$ cat src/rtl/usb_ls_rx_pkg.sv
package usb_ls_rx_pkg;
  localparam int BYTE_W    = 8;
  localparam int STUFF_RUN = 6;

  typedef enum logic [2:0] {
    ST_IDLE,
    ST_CONFIRM,
    ST_HUNT,
    ST_RX,
    ST_DRAIN
  } rx_state_e;
endpackage

$ cat src/rtl/usb_ls_rx_timing.sv
module usb_ls_rx_timing #(
  parameter int BIT_CLKS = 11,
  parameter int CENTER   = 5
) (
  input  logic clk_i,
  input  logic rst_ni,
  input  logic dm_i,
  output logic edge_o,
  output logic strobe_o
);
  localparam int PW = $clog2(BIT_CLKS);

  logic          dm_q;
  logic [PW-1:0] ph_q;

  assign edge_o   = dm_i ^ dm_q;
  assign strobe_o = !edge_o && (ph_q == PW'(CENTER));

  // phase restarts on every D- transition
  always_ff @(posedge clk_i or negedge rst_ni) begin
    if (!rst_ni) begin
      dm_q <= 1'b1;
      ph_q <= '0;
    end else begin
      dm_q <= dm_i;
      if (edge_o)                         ph_q <= PW'(1);
      else if (ph_q == PW'(BIT_CLKS - 1)) ph_q <= '0;
      else                                ph_q <= ph_q + PW'(1);
    end
  end
endmodule

$ cat src/rtl/usb_ls_rx_unstuff.sv
module usb_ls_rx_unstuff #(
  parameter int RUN = usb_ls_rx_pkg::STUFF_RUN
) (
  input  logic clk_i,
  input  logic rst_ni,
  input  logic clr_i,
  input  logic stb_i,
  input  logic dm_i,
  output logic bit_vld_o,
  output logic bit_o
);
  localparam int OW = $clog2(RUN + 1);

  logic          last_q;
  logic [OW-1:0] ones_q;
  logic          stuffed;

  assign stuffed   = (ones_q == OW'(RUN));
  assign bit_o     = ~(dm_i ^ last_q);
  assign bit_vld_o = stb_i && !stuffed;

  always_ff @(posedge clk_i or negedge rst_ni) begin
    if (!rst_ni) begin
      last_q <= 1'b0;
      ones_q <= '0;
    end else if (clr_i) begin
      last_q <= 1'b0;  // sync ends on K
      ones_q <= '0;
    end else if (stb_i) begin
      last_q <= dm_i;
      if (stuffed || !bit_o) ones_q <= '0;
      else                   ones_q <= ones_q + OW'(1);
    end
  end
endmodule

$ cat src/rtl/usb_ls_rx_packer.sv
module usb_ls_rx_packer #(
  parameter int W = usb_ls_rx_pkg::BYTE_W
) (
  input  logic         clk_i,
  input  logic         rst_ni,
  input  logic         clr_i,
  input  logic         vld_i,
  input  logic         bit_i,
  output logic         byte_done_o,
  output logic [W-1:0] byte_o,
  output logic         partial_o
);
  localparam int BW = $clog2(W);

  logic [W-1:0]  sh_q;
  logic [BW-1:0] cnt_q;

  assign byte_o      = {bit_i, sh_q[W-1:1]};
  assign byte_done_o = vld_i && (cnt_q == BW'(W - 1));
  assign partial_o   = (cnt_q != '0);

  always_ff @(posedge clk_i or negedge rst_ni) begin
    if (!rst_ni) begin
      sh_q  <= '0;
      cnt_q <= '0;
    end else if (clr_i) begin
      sh_q  <= '0;
      cnt_q <= '0;
    end else if (vld_i) begin
      sh_q  <= byte_o;
      cnt_q <= byte_done_o ? '0 : cnt_q + BW'(1);
    end
  end
endmodule

$ cat src/rtl/usb_ls_rx.sv
module usb_ls_rx
  import usb_ls_rx_pkg::*;
#(
  parameter int BIT_CLKS      = 11,
  parameter int CENTER        = 5,
  parameter int BUF_BYTES     = 8,
  parameter int SYNC_TMO_BITS = 4,
  localparam int CW           = $clog2(BUF_BYTES + 1)
) (
  input  logic              clk_i,
  input  logic              rst_ni,
  input  logic              dp_i,
  input  logic              dm_i,
  output logic [BYTE_W-1:0] data_o,
  output logic              we_o,
  output logic [CW-1:0]     count_o,
  output logic              done_o,
  output logic              err_frame_o,
  output logic              err_ovf_o,
  output logic              err_sync_o
);
  localparam int TMO = SYNC_TMO_BITS * BIT_CLKS;
  localparam int TW  = $clog2(TMO);

  rx_state_e         st_q;
  logic              half_q;
  logic [TW-1:0]     tmo_q;
  logic [CW-1:0]     cnt_q;

  logic              edge_w, stb_w;
  logic              se0, k_lvl, k_edge;
  logic              rx_clr, bit_stb;
  logic              bit_vld, bit_val;
  logic              byte_done, partial;
  logic [BYTE_W-1:0] byte_val;

  assign se0     = !dp_i && !dm_i;
  assign k_lvl   = dp_i && !dm_i;
  assign k_edge  = edge_w && k_lvl;
  assign rx_clr  = (st_q == ST_CONFIRM) && !edge_w && stb_w && half_q && k_lvl;
  assign bit_stb = (st_q == ST_RX) && stb_w && !se0;

  usb_ls_rx_timing #(
    .BIT_CLKS(BIT_CLKS),
    .CENTER  (CENTER)
  ) u_timing (
    .clk_i   (clk_i),
    .rst_ni  (rst_ni),
    .dm_i    (dm_i),
    .edge_o  (edge_w),
    .strobe_o(stb_w)
  );

  usb_ls_rx_unstuff #(
    .RUN(STUFF_RUN)
  ) u_unstuff (
    .clk_i    (clk_i),
    .rst_ni   (rst_ni),
    .clr_i    (rx_clr),
    .stb_i    (bit_stb),
    .dm_i     (dm_i),
    .bit_vld_o(bit_vld),
    .bit_o    (bit_val)
  );

  usb_ls_rx_packer #(
    .W(BYTE_W)
  ) u_packer (
    .clk_i      (clk_i),
    .rst_ni     (rst_ni),
    .clr_i      (rx_clr),
    .vld_i      (bit_vld),
    .bit_i      (bit_val),
    .byte_done_o(byte_done),
    .byte_o     (byte_val),
    .partial_o  (partial)
  );

  always_ff @(posedge clk_i or negedge rst_ni) begin
    if (!rst_ni) begin
      st_q        <= ST_IDLE;
      half_q      <= 1'b0;
      tmo_q       <= '0;
      cnt_q       <= '0;
      data_o      <= '0;
      we_o        <= 1'b0;
      done_o      <= 1'b0;
      err_frame_o <= 1'b0;
      err_ovf_o   <= 1'b0;
      err_sync_o  <= 1'b0;
    end else begin
      we_o        <= 1'b0;
      done_o      <= 1'b0;
      err_frame_o <= 1'b0;
      err_ovf_o   <= 1'b0;
      err_sync_o  <= 1'b0;
      unique case (st_q)
        ST_IDLE: begin
          if (k_edge) begin
            st_q   <= ST_CONFIRM;
            half_q <= 1'b0;
          end
        end
        ST_CONFIRM: begin
          if (edge_w) begin
            st_q  <= ST_HUNT;
            tmo_q <= '0;
          end else if (stb_w) begin
            if (!half_q) begin
              half_q <= 1'b1;
            end else if (k_lvl) begin
              st_q  <= ST_RX;
              cnt_q <= '0;
            end else begin
              st_q  <= ST_HUNT;
              tmo_q <= '0;
            end
          end
        end
        ST_HUNT: begin
          if (k_edge) begin
            st_q   <= ST_CONFIRM;
            half_q <= 1'b0;
            tmo_q  <= '0;
          end else if (tmo_q == TW'(TMO - 1)) begin
            st_q       <= ST_IDLE;
            tmo_q      <= '0;
            err_sync_o <= 1'b1;
          end else begin
            tmo_q <= tmo_q + TW'(1);
          end
        end
        ST_RX: begin
          if (stb_w && se0) begin
            st_q        <= ST_IDLE;
            done_o      <= 1'b1;
            err_frame_o <= partial;
          end else if (byte_done) begin
            if (cnt_q == CW'(BUF_BYTES)) begin
              st_q      <= ST_DRAIN;
              err_ovf_o <= 1'b1;
            end else begin
              we_o   <= 1'b1;
              data_o <= byte_val;
              cnt_q  <= cnt_q + CW'(1);
            end
          end
        end
        ST_DRAIN: begin
          if (se0) st_q <= ST_IDLE;
        end
        default: st_q <= ST_IDLE;
      endcase
    end
  end

  assign count_o = cnt_q;
endmodule

$ cat config.mk
export PLATFORM = sky130hd
export DESIGN_NAME = usb_ls_rx
export DESIGN_NICKNAME = d
export VERILOG_FILES = /design/src/rtl/usb_ls_rx_pkg.sv /design/src/rtl/usb_ls_rx_timing.sv /design/src/rtl/usb_ls_rx_unstuff.sv /design/src/rtl/usb_ls_rx_packer.sv /design/src/rtl/usb_ls_rx.sv
export SDC_FILE = /design/constraint.sdc
export NUM_CORES = 1
export LEC_CHECK = 0
export ABC_AREA = 1
export BUFFER_PORTS_ARGS = -buffer_cell sky130_fd_sc_hd__buf_2
export CAP_MARGIN = 40
export CORE_MARGIN = 2
export CORE_UTILIZATION = 32
export DETAILED_ROUTE_END_ITERATION = 8
export GPL_ROUTABILITY_DRIVEN = 0
export PLACE_DENSITY = 0.53
export SLEW_MARGIN = 30
export SYNTH_ARGS = -nofsm -noshare
export SYNTH_HDL_FRONTEND = slang
export SYNTH_HIERARCHICAL = 1
export SYNTH_SLANG_ARGS = --single-unit
$ cat constraint.sdc
create_clock -name clk_i -period 2.45 [get_ports clk_i]
set_clock_uncertainty 0.05 [all_clocks]
set_input_delay 0.49 -clock clk_i [delete_from_list [all_inputs] [get_ports clk_i]]
set_output_delay 0.49 -clock clk_i [all_outputs]
set_load 0.05 [all_outputs]
==> results of run 1 <==
[metrics by stage]
step           power, W  util (%)  hold WS (ns)  cells  setup TNS (ns)
2_1_floorplan   0.00155         -         0.144    304               0
3_3_place_gp    0.00171      37.6         0.414    432               0
3_5_place_dp    0.00171      37.6         0.416    432         -0.0446
4_1_cts         0.00220      38.8         0.246    440               0
5_1_grt         0.00236      39.0         0.273    440        -0.00922
6_report        0.00218      39.0         0.217    440               0
[cells in the final DEF (no fill, tap or decap), drive strengths merged]
cell      count
nor3b         1
o22ai         1
nor2         40
o31ai         1
a21oi         8
inv          38
nand3b        2
o21ai        17
buf          32
clkbuf        5
dfstp         1
xor2          4
nand4         5
ha            8
a22o          1
nand3        22
nor3          1
dfrtp        45
clkinvlp      2
nand2       107
[power by group]
group          leakage, nW  internal (W)  total (W)  switching, W
clock network       0.0408      0.000204   0.000483      0.000279
registers            0.616      0.000854   0.000960      0.000105
logic                0.859      0.000252   0.000735      0.000483
[cell type report]
cell class	count	area share, %
Inverter	37	4.85
Tap cell	99	4.33
Clock buffer	5	2.40
Clock inverter	3	0.831
Sequential cell	46	40.3
Timing Repair Buffer	32	7.08
Multi-Input combinational cell	218	40.2
[critical path, cell delays in order, from the launching register on]
cell	delay [ns]
dfstp_2	0.53
nand2_1	0.04
nand2_1	0.07
inv_1	0.06
nor2_2	0.11
inv_1	0.08
nor3_4	0.21
inv_2	0.06
a21oi_2	0.15
nand2_1	0.07
inv_1	0.09
inv_1	0.05
nor2_2	0.13
nor2_2	0.05
nor2_2	0.14
nand2_1	0.06
nand2_1	0.05
nand2_1	0.04
[layer usage]
| layer | track usage (%) | up-vias |
|---|---|---|
| met2 | 19.2 | 23 |
| met5 | 0 | - |
| met3 | 2.74 | 5 |
| li1 | - | 1031 |
| met4 | 4.55 | 0 |
| met1 | 17.2 | 887 |
[worst max path at each step]
stage                  startpoint         end  slack (ns)  cells past startpoint
detailed placement           dm_i     st_q[0]       -0.03                     19
CTS                 u_timing/dm_q     st_q[0]        0.10                     17
floorplan                    dm_i     st_q[0]        0.07                     18
global route        u_timing/dm_q  count_o[0]      -0.006                     16
global placement             dm_i     st_q[0]        0.05                     19
finish              u_timing/dm_q     st_q[0]        0.29                     17
[synthesized netlist by cell type (all sizes together) (2+ instances only)]
library cell | count | share of area (%)
nand3 | 22 | 4.5
dfrtp | 45 | 46
nand2 | 107 | 18
o21ai | 17 | 3.8
ha | 8 | 4.1
nand3b | 2 | 0.61
nor2 | 40 | 8.8
nand4 | 5 | 1.3
inv | 37 | 5.7
buf | 2 | 0.77
xor2 | 4 | 1.4
a21oi | 8 | 2.4
[registers in the layout (all words and copies together) (netlist names)]
name	flops
err_frame_o	1
u_packer/cnt_q	3
u_timing/ph_q	4
we_o	1
u_timing/dm_q	1
done_o	1
u_unstuff/last_q	1
u_unstuff/ones_q	3
st_q	3
u_packer/sh_q	7
data_o	8
count_o	4
err_ovf_o	1
half_q	1
err_sync_o	1
tmo_q	6
[cell families after synthesis]
kind of cell	count (synthesis)
simple gates	178
flops	46
buf+inv	40
compound gates	28
fa+ha+maj	8
xor+xnor	4
==> key figures, run 1 <==
Outcome
  • Status: finished clean

Critical path
  • R2r endpoint: st_q[0]
  • Setup CP Type: flop to flop
  • Startpoint types: flop
  • Critical Path Fanout Max: 3
  • Worst R2R Start: u_timing/dm_q
  • Worst reg2reg path depth: 17
  • Worst Path Required: about 2.6 ns
  • Worst setup EP type: flop
  • Crit path DAT: 2.32 ns
  • Worst R2R Setup Slack: 0.29 ns

Synth
  • Multiplexer area fraction after synthesis: 0%
  • Synth Flop Type: dfrtp_1
  • Simple-gate portion of the synthesized area: between 30% and 40%
  • Post-synthesis average cell area: 8.05 um^2
  • Async SR Flop Fraction: 100%
  • YS warnings: 6
  • Post-synth cell types: 28
  • Mapped Area: 2450 um^2
  • Register bit total from synthesis: 46
  • Syn Nets: about 320
  • Synth Area in XOR/XNOR: under 10%
  • Adder-cell share of the synthesized area: roughly 4.1%
  • Compound-cell area share of the yosys netlist: about 7.4%
  • Mapped Cells: ~300
  • Post-synth EDFFs: 0
  • Largest family of logic cells by synthesized area: simple AND/OR/NAND/NOR gates
  • Post-synthesis sequential area ratio: 47.1%

Power
  • Leakage power: approximately 1.5 nW
  • Max IR drop VDD: 0.213 mV
  • Power per cell area: 761 nW/um^2

Die
  • Num ports: 21
  • Die Area: 8360 um^2
  • Die width: 91.4 um
  • Die Height: 91.4 um
  • Initial Util: 33.4%
  • Num rows: 31
  • Core footprint: 7330 um^2

STA
  • Pins over their slew limit: 0
  • Fin. Hold Viols: 0
  • Fin crit share: 88.3%
  • FMAX: 462 MHz
  • Min setup slack post-route: between 0.2 and 0.3 ns
  • Setup violators final: 0
  • Fin crit period: between 2 and 2.5 ns
  • Rel. slew slack: 59.9%
  • Measured slew at the worst slew-check pin: 0.602 ns

Layout
  • # fillers: 746
  • Multi-input gate area: 1150 um^2
  • Fin area: approximately 2900 um^2
  • Final #Nets: 352
  • # diodes: 0
  • Share of cells above drive strength 1: 23.2%
  • Area Overhead vs Synth: 17.0%
  • FF/Latch Area: 1150 um^2

Clocking
  • Htree depth: 2
  • Clock tree buffer depth: 2
  • Clk pin slew, worst setup/hold paths: 0.09 ns
  • Post-CTS Hold Buffers: 0
  • CTS tree: built
  • Worst skew pair latency: 0.31 ns
  • Root buffer cell: clkbuf_8
  • CTS-repair resized insts: 0
  • Post-CTS Setup Bufs: 0
  • TritonCTS Buffers: 5
  • Clk sinks: 46

Drt
  • Via Count: 1946
  • WL/cell: 10.9 um
  • Initial DRT Pass Iterations: 4
  • Met2 wire length: 2.18 mm
  • Top Metal Used: met4
  • Post-route DRC: 0
  • Vias per std cell: around 4.4
  • Metal3 WL: about 110 um
  • Routed Antenna Nets: 0
  • Initial DRC count: 85
  • Met1 wire length: 2.41 mm
  • Drt total wl: 4.78 mm

Hold path
  • HP Class: input pin to asynchronous set/reset pin

GRT
  • Overflow after GRT: 0
  • Antenna violations before repair: 0
  • Vias in the first global route: 1827
  • First-pass GRT wire length: 8.38 mm
  • All-Layer GR Usage: between 10% and 20%
  • Largest net degree at the start of global routing: 47

Place
  • Post-DP Area: 2750 um^2
  • Pre-CTS WS: -0.0331 ns
  • IO Port Bufs: 20
  • Hpwl dp: 3.49 mm

Flow run
  • Maxcap violations: 0
No activity file was read; power rests on OpenSTA's default activity.
==> run 2, diff against run 1 <==
--- a/config.mk
+++ b/config.mk
@@ -8,11 +8,14 @@
 export ABC_AREA = 1
 export BUFFER_PORTS_ARGS = -buffer_cell sky130_fd_sc_hd__buf_2
 export CAP_MARGIN = 40
+export CELL_PAD_IN_SITES_DETAIL_PLACEMENT = 0
+export CELL_PAD_IN_SITES_GLOBAL_PLACEMENT = 2
 export CORE_MARGIN = 2
 export CORE_UTILIZATION = 32
 export DETAILED_ROUTE_END_ITERATION = 8
 export GPL_ROUTABILITY_DRIVEN = 0
-export PLACE_DENSITY = 0.53
+export HOLD_SLACK_MARGIN = 0.06
+export PLACE_DENSITY = 0.78
 export SLEW_MARGIN = 30
 export SYNTH_ARGS = -nofsm -noshare
 export SYNTH_HDL_FRONTEND = slang
==> run 2 against run 1 <==
Compared with the run above:
- global-route usage is 1.1 points higher
- first-iteration DRC count increased by 1.2%
- combinational power rose by 1%
- wire length rose by 11%
- core utilization increased by 0.55 points
- critical path type unchanged
- critical endpoint unchanged
==> key figures, run 2 (same netlist as run 1, synthesis figures left out) <==
STA
  • FMAX: 459 MHz (was 462 MHz)
  • RSZ-0062 raised after global routing: false
  • Pins over their slew limit: 0 (unchanged)
  • Min setup slack post-route: 0.270 ns (was 0.286 ns)
  • Measured slew at the worst slew-check pin: 0.632 ns (was 0.602 ns)
  • Rel. slew slack: 57.8% (was 59.9%)
  • Fin crit share: 89.0% (was 88.3%)
  • Fin. Hold Viols: 0 (unchanged)
  • Setup violators final: 0 (unchanged)
  • Final TNS setup: 0 ns (unchanged)
  • Fin crit period: 2.18 ns (was 2.16 ns)

Power
  • Combinational share of power: 32.7% (was 33.8%)
  • Switching Fraction: 38.0% (was 39.8%)
  • NetSw: 0.000865 W (was 0.000867 W)
  • Max IR drop VDD: 0.215 mV (was 0.213 mV)
  • Power per cell area: 785 nW/um^2 (was 761 nW/um^2)
  • Total Power Consumption: 0.00228 W (was 0.00218 W)
  • Leakage power: 1.55 nW (was 1.52 nW)
  • P_int: 0.00141 W (was 0.00131 W)
  • Part of the power in registers: 42.2% (was 44.1%)
  • Clock share of power: 25.1% (was 22.2%)

Die
  • Die Area: 8360 um^2 (unchanged)
  • Die width: 91.4 um (unchanged)
  • Num rows: 31 (unchanged)
  • Num ports: 21 (unchanged)
  • Die Height: 91.4 um (unchanged)
  • Initial Util: 33.4% (unchanged)
  • Core footprint: 7330 um^2 (unchanged)

GRT
  • First-pass GRT wire length: 9.14 mm (was 8.38 mm)
  • Largest net degree at the start of global routing: 25 (was 47)
  • Antenna violations before repair: 0 (unchanged)
  • Vias in the first global route: 1887 (was 1827)
  • All-Layer GR Usage: 13.6% (was 12.5%)
  • Overflow after GRT: 0 (unchanged)

Clocking
  • Post-CTS Hold Buffers: 0 (unchanged)
  • TritonCTS Buffers: 5 (unchanged)
  • CTS tree: built (unchanged)
  • Htree depth: 2 (unchanged)
  • Clk sinks: 46 (unchanged)
  • Worst skew pair latency: 0.30 ns (was 0.31 ns)
  • Clock tree buffer depth: 2 (unchanged)
  • Root buffer cell: clkbuf_8 (unchanged)
  • Clk pin slew, worst setup/hold paths: 0.09 ns (about the same)

Layout
  • Share of cells above drive strength 1: 23.0% (was 23.2%)
  • Most frequent cells in the layout: nand2_1, dfrtp_1, inv_1 (unchanged)
  • Most common cell after layout, fill and taps aside: nand2_1 (unchanged)
  • Max reg flops: 8 (unchanged)
  • Biggest register: data_o (unchanged)
  • Finished Layout Cells: 443 (was 440)
  • Final #Nets: 355 (was 352)
  • # diodes: 0 (unchanged)
  • Area Overhead vs Synth: 18.6% (was 17.0%)
  • Largest regs: data_o x8, u_packer/sh_q x7, tmo_q x6 (unchanged)

Drt
  • Vias per std cell: 4.46 (was 4.42)
  • WL/cell: 12.0 um (was 10.9 um)
  • Drt total wl: 5.32 mm (was 4.78 mm)
  • Initial DRC count: 86 (was 85)
  • Post-route DRC: 0 (unchanged)
  • Routed Antenna Nets: 0 (unchanged)
  • Via Count: 1974 (was 1946)
  • Initial DRT Pass Iterations: 4 (unchanged)

Critical path
  • Critical Path Fanout Max: 3 (unchanged)
  • Worst setup EP type: flop (unchanged)
  • Worst reg2reg path depth: 17 (unchanged)
  • Crit path DAT: 2.32 ns (about the same)
  • Worst Path Required: 2.59 ns (was 2.61 ns)
  • Setup CP Type: flop to flop (unchanged)
  • Startpoint types: flop (unchanged)

Place
  • IO Port Bufs: 20 (unchanged)
  • Hpwl dp: 3.89 mm (was 3.49 mm)
  • Pre-CTS WS: 0.0500 ns (was -0.0331 ns)
  • Dpl cells: 435 (was 432)

Hold path
  • HP Class: input pin to asynchronous set/reset pin (unchanged)

Flow run
  • Maxcap violations: 0 (unchanged)

Outcome
  • Status: finished clean (unchanged)
[run 2: cell count changes in the layout (fill, tap and decap cells not counted), sizes merged]
cell	delta
bufinv	+1
inv	-1
clkbuf	+1
clkinvlp	-1
buf	+3
[run 2: what timing repair did]
item / in CTS / in global routing
setup endpoints to repair: 0 / 3
buffers inserted: 0 / 0
resized for setup: 0 / 1
[run 2: path summary, 6_finish.rpt]
| path | from | to | slack (ns) |
|---|---|---|---|
| worst max-delay path | u_timing/dm_q | st_q[0] | 0.27 |
| worst min-delay path | rst_ni | tmo_q[3] | 0.15 |
| worst max register to register | u_timing/dm_q | st_q[0] | 0.27 |
| worst min register to register | data_o[2] | data_o[2] | 0.44 |
| max in group asynchronous | rst_ni | data_o[6] | 1.65 |
| min in group clk_i | dm_i | u_timing/dm_q | 0.26 |
[run 2: through the flow]
| step | cell area [um^2] | util [%] | hold WS, ns |
|---|---|---|---|
| 6_report | 2900 | 39.6 | 0.153 |
| 2_1_floorplan | 2450 | - | 0.144 |
| 3_5_place_dp | 2790 | 38.0 | 0.418 |
| 5_1_grt | 2900 | 39.6 | 0.183 |
| 4_1_cts | 2900 | 39.5 | 0.160 |
| 3_3_place_gp | 2790 | 38.0 | 0.410 |
[run 2: power by group through the flow]
| stage | clock [W] | combinational, W | sequential [W] |
|---|---|---|---|
| 5_1_grt | 0.000640 | 0.000838 | 0.000978 |
| 3_3_place_gp | 0 | 0.000748 | 0.000974 |
| 3_5_place_dp | 0 | 0.000748 | 0.000976 |
| 2_1_floorplan | 0 | 0.000573 | 0.000977 |
| 6_report | 0.000573 | 0.000744 | 0.000960 |
| 4_1_cts | 0.000599 | 0.000753 | 0.000960 |
[run 2: per-layer routing]
layer	GRT usage, %	share of wire, %	vias to the layer above
met4	3.79	1.3	0
met3	2.90	2.9	6
met1	18.9	51	911
li1	-	-	1030
met2	21.2	45	27
met5	0	0	-
[run 2: final cells by class]
cell class	count	area [um^2]
fill	761	4430
timing repair buffer	35	238
tap	99	124
multi-input combinational	218	1140
inverter	37	139
clock inverter	2	37.5
clock buffer	6	72.6
sequential	46	1150
[run 2: critical path: stages, from the launching register on]
cell	delay (ns)
dfstp_2	0.54
nand2_1	0.04
nand2_1	0.07
inv_1	0.05
nor2_1	0.15
inv_1	0.08
nor3_2	0.16
inv_2	0.05
a21oi_1	0.16
nand2_1	0.08
inv_1	0.10
inv_1	0.06
nor2_2	0.13
nor2_2	0.05
nor2_2	0.15
nand2_1	0.06
nand2_1	0.05
nand2_1	0.04
==> run 3, diff against run 2 <==
--- a/config.mk
+++ b/config.mk
@@ -6,6 +6,7 @@
 export NUM_CORES = 1
 export LEC_CHECK = 0
 export ABC_AREA = 1
+export ABC_CLOCK_PERIOD_IN_PS = 2450
 export BUFFER_PORTS_ARGS = -buffer_cell sky130_fd_sc_hd__buf_2
 export CAP_MARGIN = 40
 export CELL_PAD_IN_SITES_DETAIL_PLACEMENT = 0
@@ -15,7 +16,7 @@
 export DETAILED_ROUTE_END_ITERATION = 8
 export GPL_ROUTABILITY_DRIVEN = 0
 export HOLD_SLACK_MARGIN = 0.06
-export PLACE_DENSITY = 0.78
+export PLACE_DENSITY = 0.73
 export SLEW_MARGIN = 30
 export SYNTH_ARGS = -nofsm -noshare
 export SYNTH_HDL_FRONTEND = slang
==> run 3 against run 2 <==
Compared with the run above:
- first-iteration DRC count decreased by 56%
- die area unchanged
- largest power group unchanged
- combinational power increased by 0.5%
- global-route usage increased by 0.068 points
- total power about the same
- register-to-register slack about the same
==> key figures, run 3 (same netlist as run 1, synthesis figures left out) <==
Outcome
  • Status: finished clean (unchanged)

Drt
  • WL/cell: 11.6 um (was 12.0 um)
  • Initial DRT Pass Iterations: 4 (unchanged)
  • Initial DRC count: 38 (was 86)
  • Post-route DRC: 0 (unchanged)
  • Via Count: 1919 (was 1974)
  • Routed Antenna Nets: 0 (unchanged)
  • Drt total wl: 5.15 mm (was 5.32 mm)
  • Vias per std cell: 4.32 (was 4.46)

GRT
  • Overflow after GRT: 0 (unchanged)
  • All-Layer GR Usage: 13.6% (about the same)
  • Vias in the first global route: 1946 (was 1887)
  • First-pass GRT wire length: 9.24 mm (was 9.14 mm)
  • Largest net degree at the start of global routing: 23 (was 25)
  • Antenna violations before repair: 0 (unchanged)

STA
  • Fin crit share: 88.9% (was 89.0%)
  • Final TNS setup: 0 ns (unchanged)
  • RSZ-0062 raised after global routing: false (unchanged)
  • Pins over their slew limit: 0 (unchanged)
  • Fin. Hold Viols: 0 (unchanged)
  • Measured slew at the worst slew-check pin: 0.488 ns (was 0.632 ns)
  • Fin crit period: 2.18 ns (about the same)
  • Rel. slew slack: 67.4% (was 57.8%)
  • Setup violators final: 0 (unchanged)
  • FMAX: 459 MHz (about the same)

Hold path
  • HP Class: input pin to flop (was input pin to asynchronous set/reset pin)

Clocking
  • Clk pin slew, worst setup/hold paths: 0.09 ns (about the same)
  • Root buffer cell: clkbuf_8 (unchanged)
  • TritonCTS Buffers: 5 (unchanged)
  • Htree depth: 2 (unchanged)
  • Post-CTS Setup Bufs: 0 (unchanged)
  • Clk sinks: 46 (unchanged)
  • CTS tree: built (unchanged)
  • Clock tree buffer depth: 2 (unchanged)
  • Worst skew pair latency: 0.30 ns (about the same)

Layout
  • Largest regs: data_o x8, u_packer/sh_q x7, tmo_q x6 (unchanged)
  • Most frequent cells in the layout: nand2_1, dfrtp_1, inv_1 (unchanged)
  • Share of cells above drive strength 1: 22.9% (was 23.0%)
  • Post-layout util: 39.5% (was 39.6%)
  • # diodes: 0 (unchanged)
  • # fillers: 765 (was 761)
  • Most common cell after layout, fill and taps aside: nand2_1 (unchanged)
  • Final #Nets: 356 (was 355)
  • Biggest register: data_o (unchanged)
  • Max reg flops: 8 (unchanged)
  • Area Overhead vs Synth: 18.3% (was 18.6%)

Die
  • Core footprint: 7330 um^2 (unchanged)
  • Die Area: 8360 um^2 (unchanged)
  • Initial Util: 33.4% (unchanged)
  • Num ports: 21 (unchanged)
  • Die width: 91.4 um (unchanged)
  • Num rows: 31 (unchanged)
  • Die Height: 91.4 um (unchanged)

Critical path
  • Worst-path cell chain: nor2_2 > inv_2 > nor3_4 > inv_2 > a21oi_1 > nand2_1 > inv_1 > inv_1 > nor2_1 > nor2_2 > nor2_2 > nand2_1 > nand2_1 > nand2_1 (was nand2_1 > nand2_1 > inv_1 > nor2_1 > inv_1 > nor3_2 > inv_2 > a21oi_1 > nand2_1 > inv_1 > inv_1 > nor2_2 > nor2_2 > nor2_2 > nand2_1 > nand2_1 > nand2_1)
  • Setup CP Type: flop to flop (unchanged)
  • Critical Path Fanout Max: 6 (was 3)
  • Crit path DAT: 2.32 ns (about the same)
  • Startpoint types: flop (unchanged)
  • Worst setup EP type: flop (unchanged)
  • Most numerous cell on the critical path: nand2_1 (unchanged)
  • CP max-delay cell: dfrtp_1 (was dfstp_2)
  • Worst Path Required: 2.59 ns (about the same)
  • CP max stage delay: 0.50 ns (was 0.54 ns)

Place
  • Hpwl dp: 3.87 mm (was 3.89 mm)
  • IO Port Bufs: 20 (unchanged)

Power
  • Total Power Consumption: 0.00228 W (about the same)
  • Leakage power: 1.54 nW (was 1.55 nW)
  • Max IR drop VDD: 0.295 mV (was 0.215 mV)
  • Power per cell area: 787 nW/um^2 (was 785 nW/um^2)

Flow run
  • Maxcap violations: 0 (unchanged)
## run 3: cell types whose count changed in the layout (fill, tap and decap cells not counted)
cell and change:
buf_12 -2, buf_4 +2, dlygate4sd3_1 +1, nor3_2 -1, nor3_4 +1
## run 3: final timing paths
check	startpoint	endpoint	slack (ns)	depth (start not counted)
max reg2reg	st_q[2]	st_q[0]	0.27	14
max	st_q[2]	st_q[0]	0.27	14
min reg2reg	data_o[3]	data_o[3]	0.43	2
max in group asynchronous	rst_ni	u_packer/sh_q[6]	1.25	3
min in group asynchronous	rst_ni	tmo_q[4]	0.54	2
min	dm_i	u_timing/dm_q	0.40	2
## run 3: what timing repair did
item	in CTS	in global routing
gates resized for setup	0	2
hold buffers	1	0
hold endpoints to repair	9	0
endpoints found under the setup margin	0	1
## run 3: worst max-delay path: cells and delay by family (launching register included)
kind	cells	cell delay [ns]
AOI/OAI and AO/OA	1	0.15
buffers and inverters	4	0.32
DFF	1	0.50
and+or+nand+nor	9	1.05
## run 3: power by group
| part | leakage, nW | switching, W | internal, W | total (W) |
|---|---|---|---|---|
| registers | 0.616 | 0.000104 | 0.000855 | 0.000959 |
| logic | 0.872 | 0.000493 | 0.000255 | 0.000748 |
| clock network | 0.0514 | 0.000266 | 0.000305 | 0.000571 |
| total | 1.54 | 0.000863 | 0.00141 | 0.00228 |
## run 3: cell type report
class	count	area [um^2]	share of cell area, %
flip-flops and latches	46	1150	39.8
multi-input cells	218	1140	39.6
repair buffers	36	223	7.70
inverters	37	139	4.80
well taps	99	124	4.28
clock buffers	6	72.6	2.51
clock inverters	2	37.5	1.30
## run 3: stage by stage
step	cells	hold slack (ns)	setup WS [ns]	area [um^2]
global placement	435	0.324	0.106	2760
finish	444	0.404	0.272	2890
detailed placement	435	0.321	0.0310	2760
global route	444	0.394	0.0189	2890
floorplan	304	0.144	0.0662	2450
CTS	444	0.391	0.149	2880
## run 3: routing by layer
layer | GRT usage (%) | wire, um | vias up
met4 | 4.55 | 101 | 0
met1 | 19.2 | 2700 | 858
li1 | - | - | 1032
met5 | 0 | 0 | -
met2 | 20.5 | 2210 | 20
met3 | 3.24 | 137 | 9
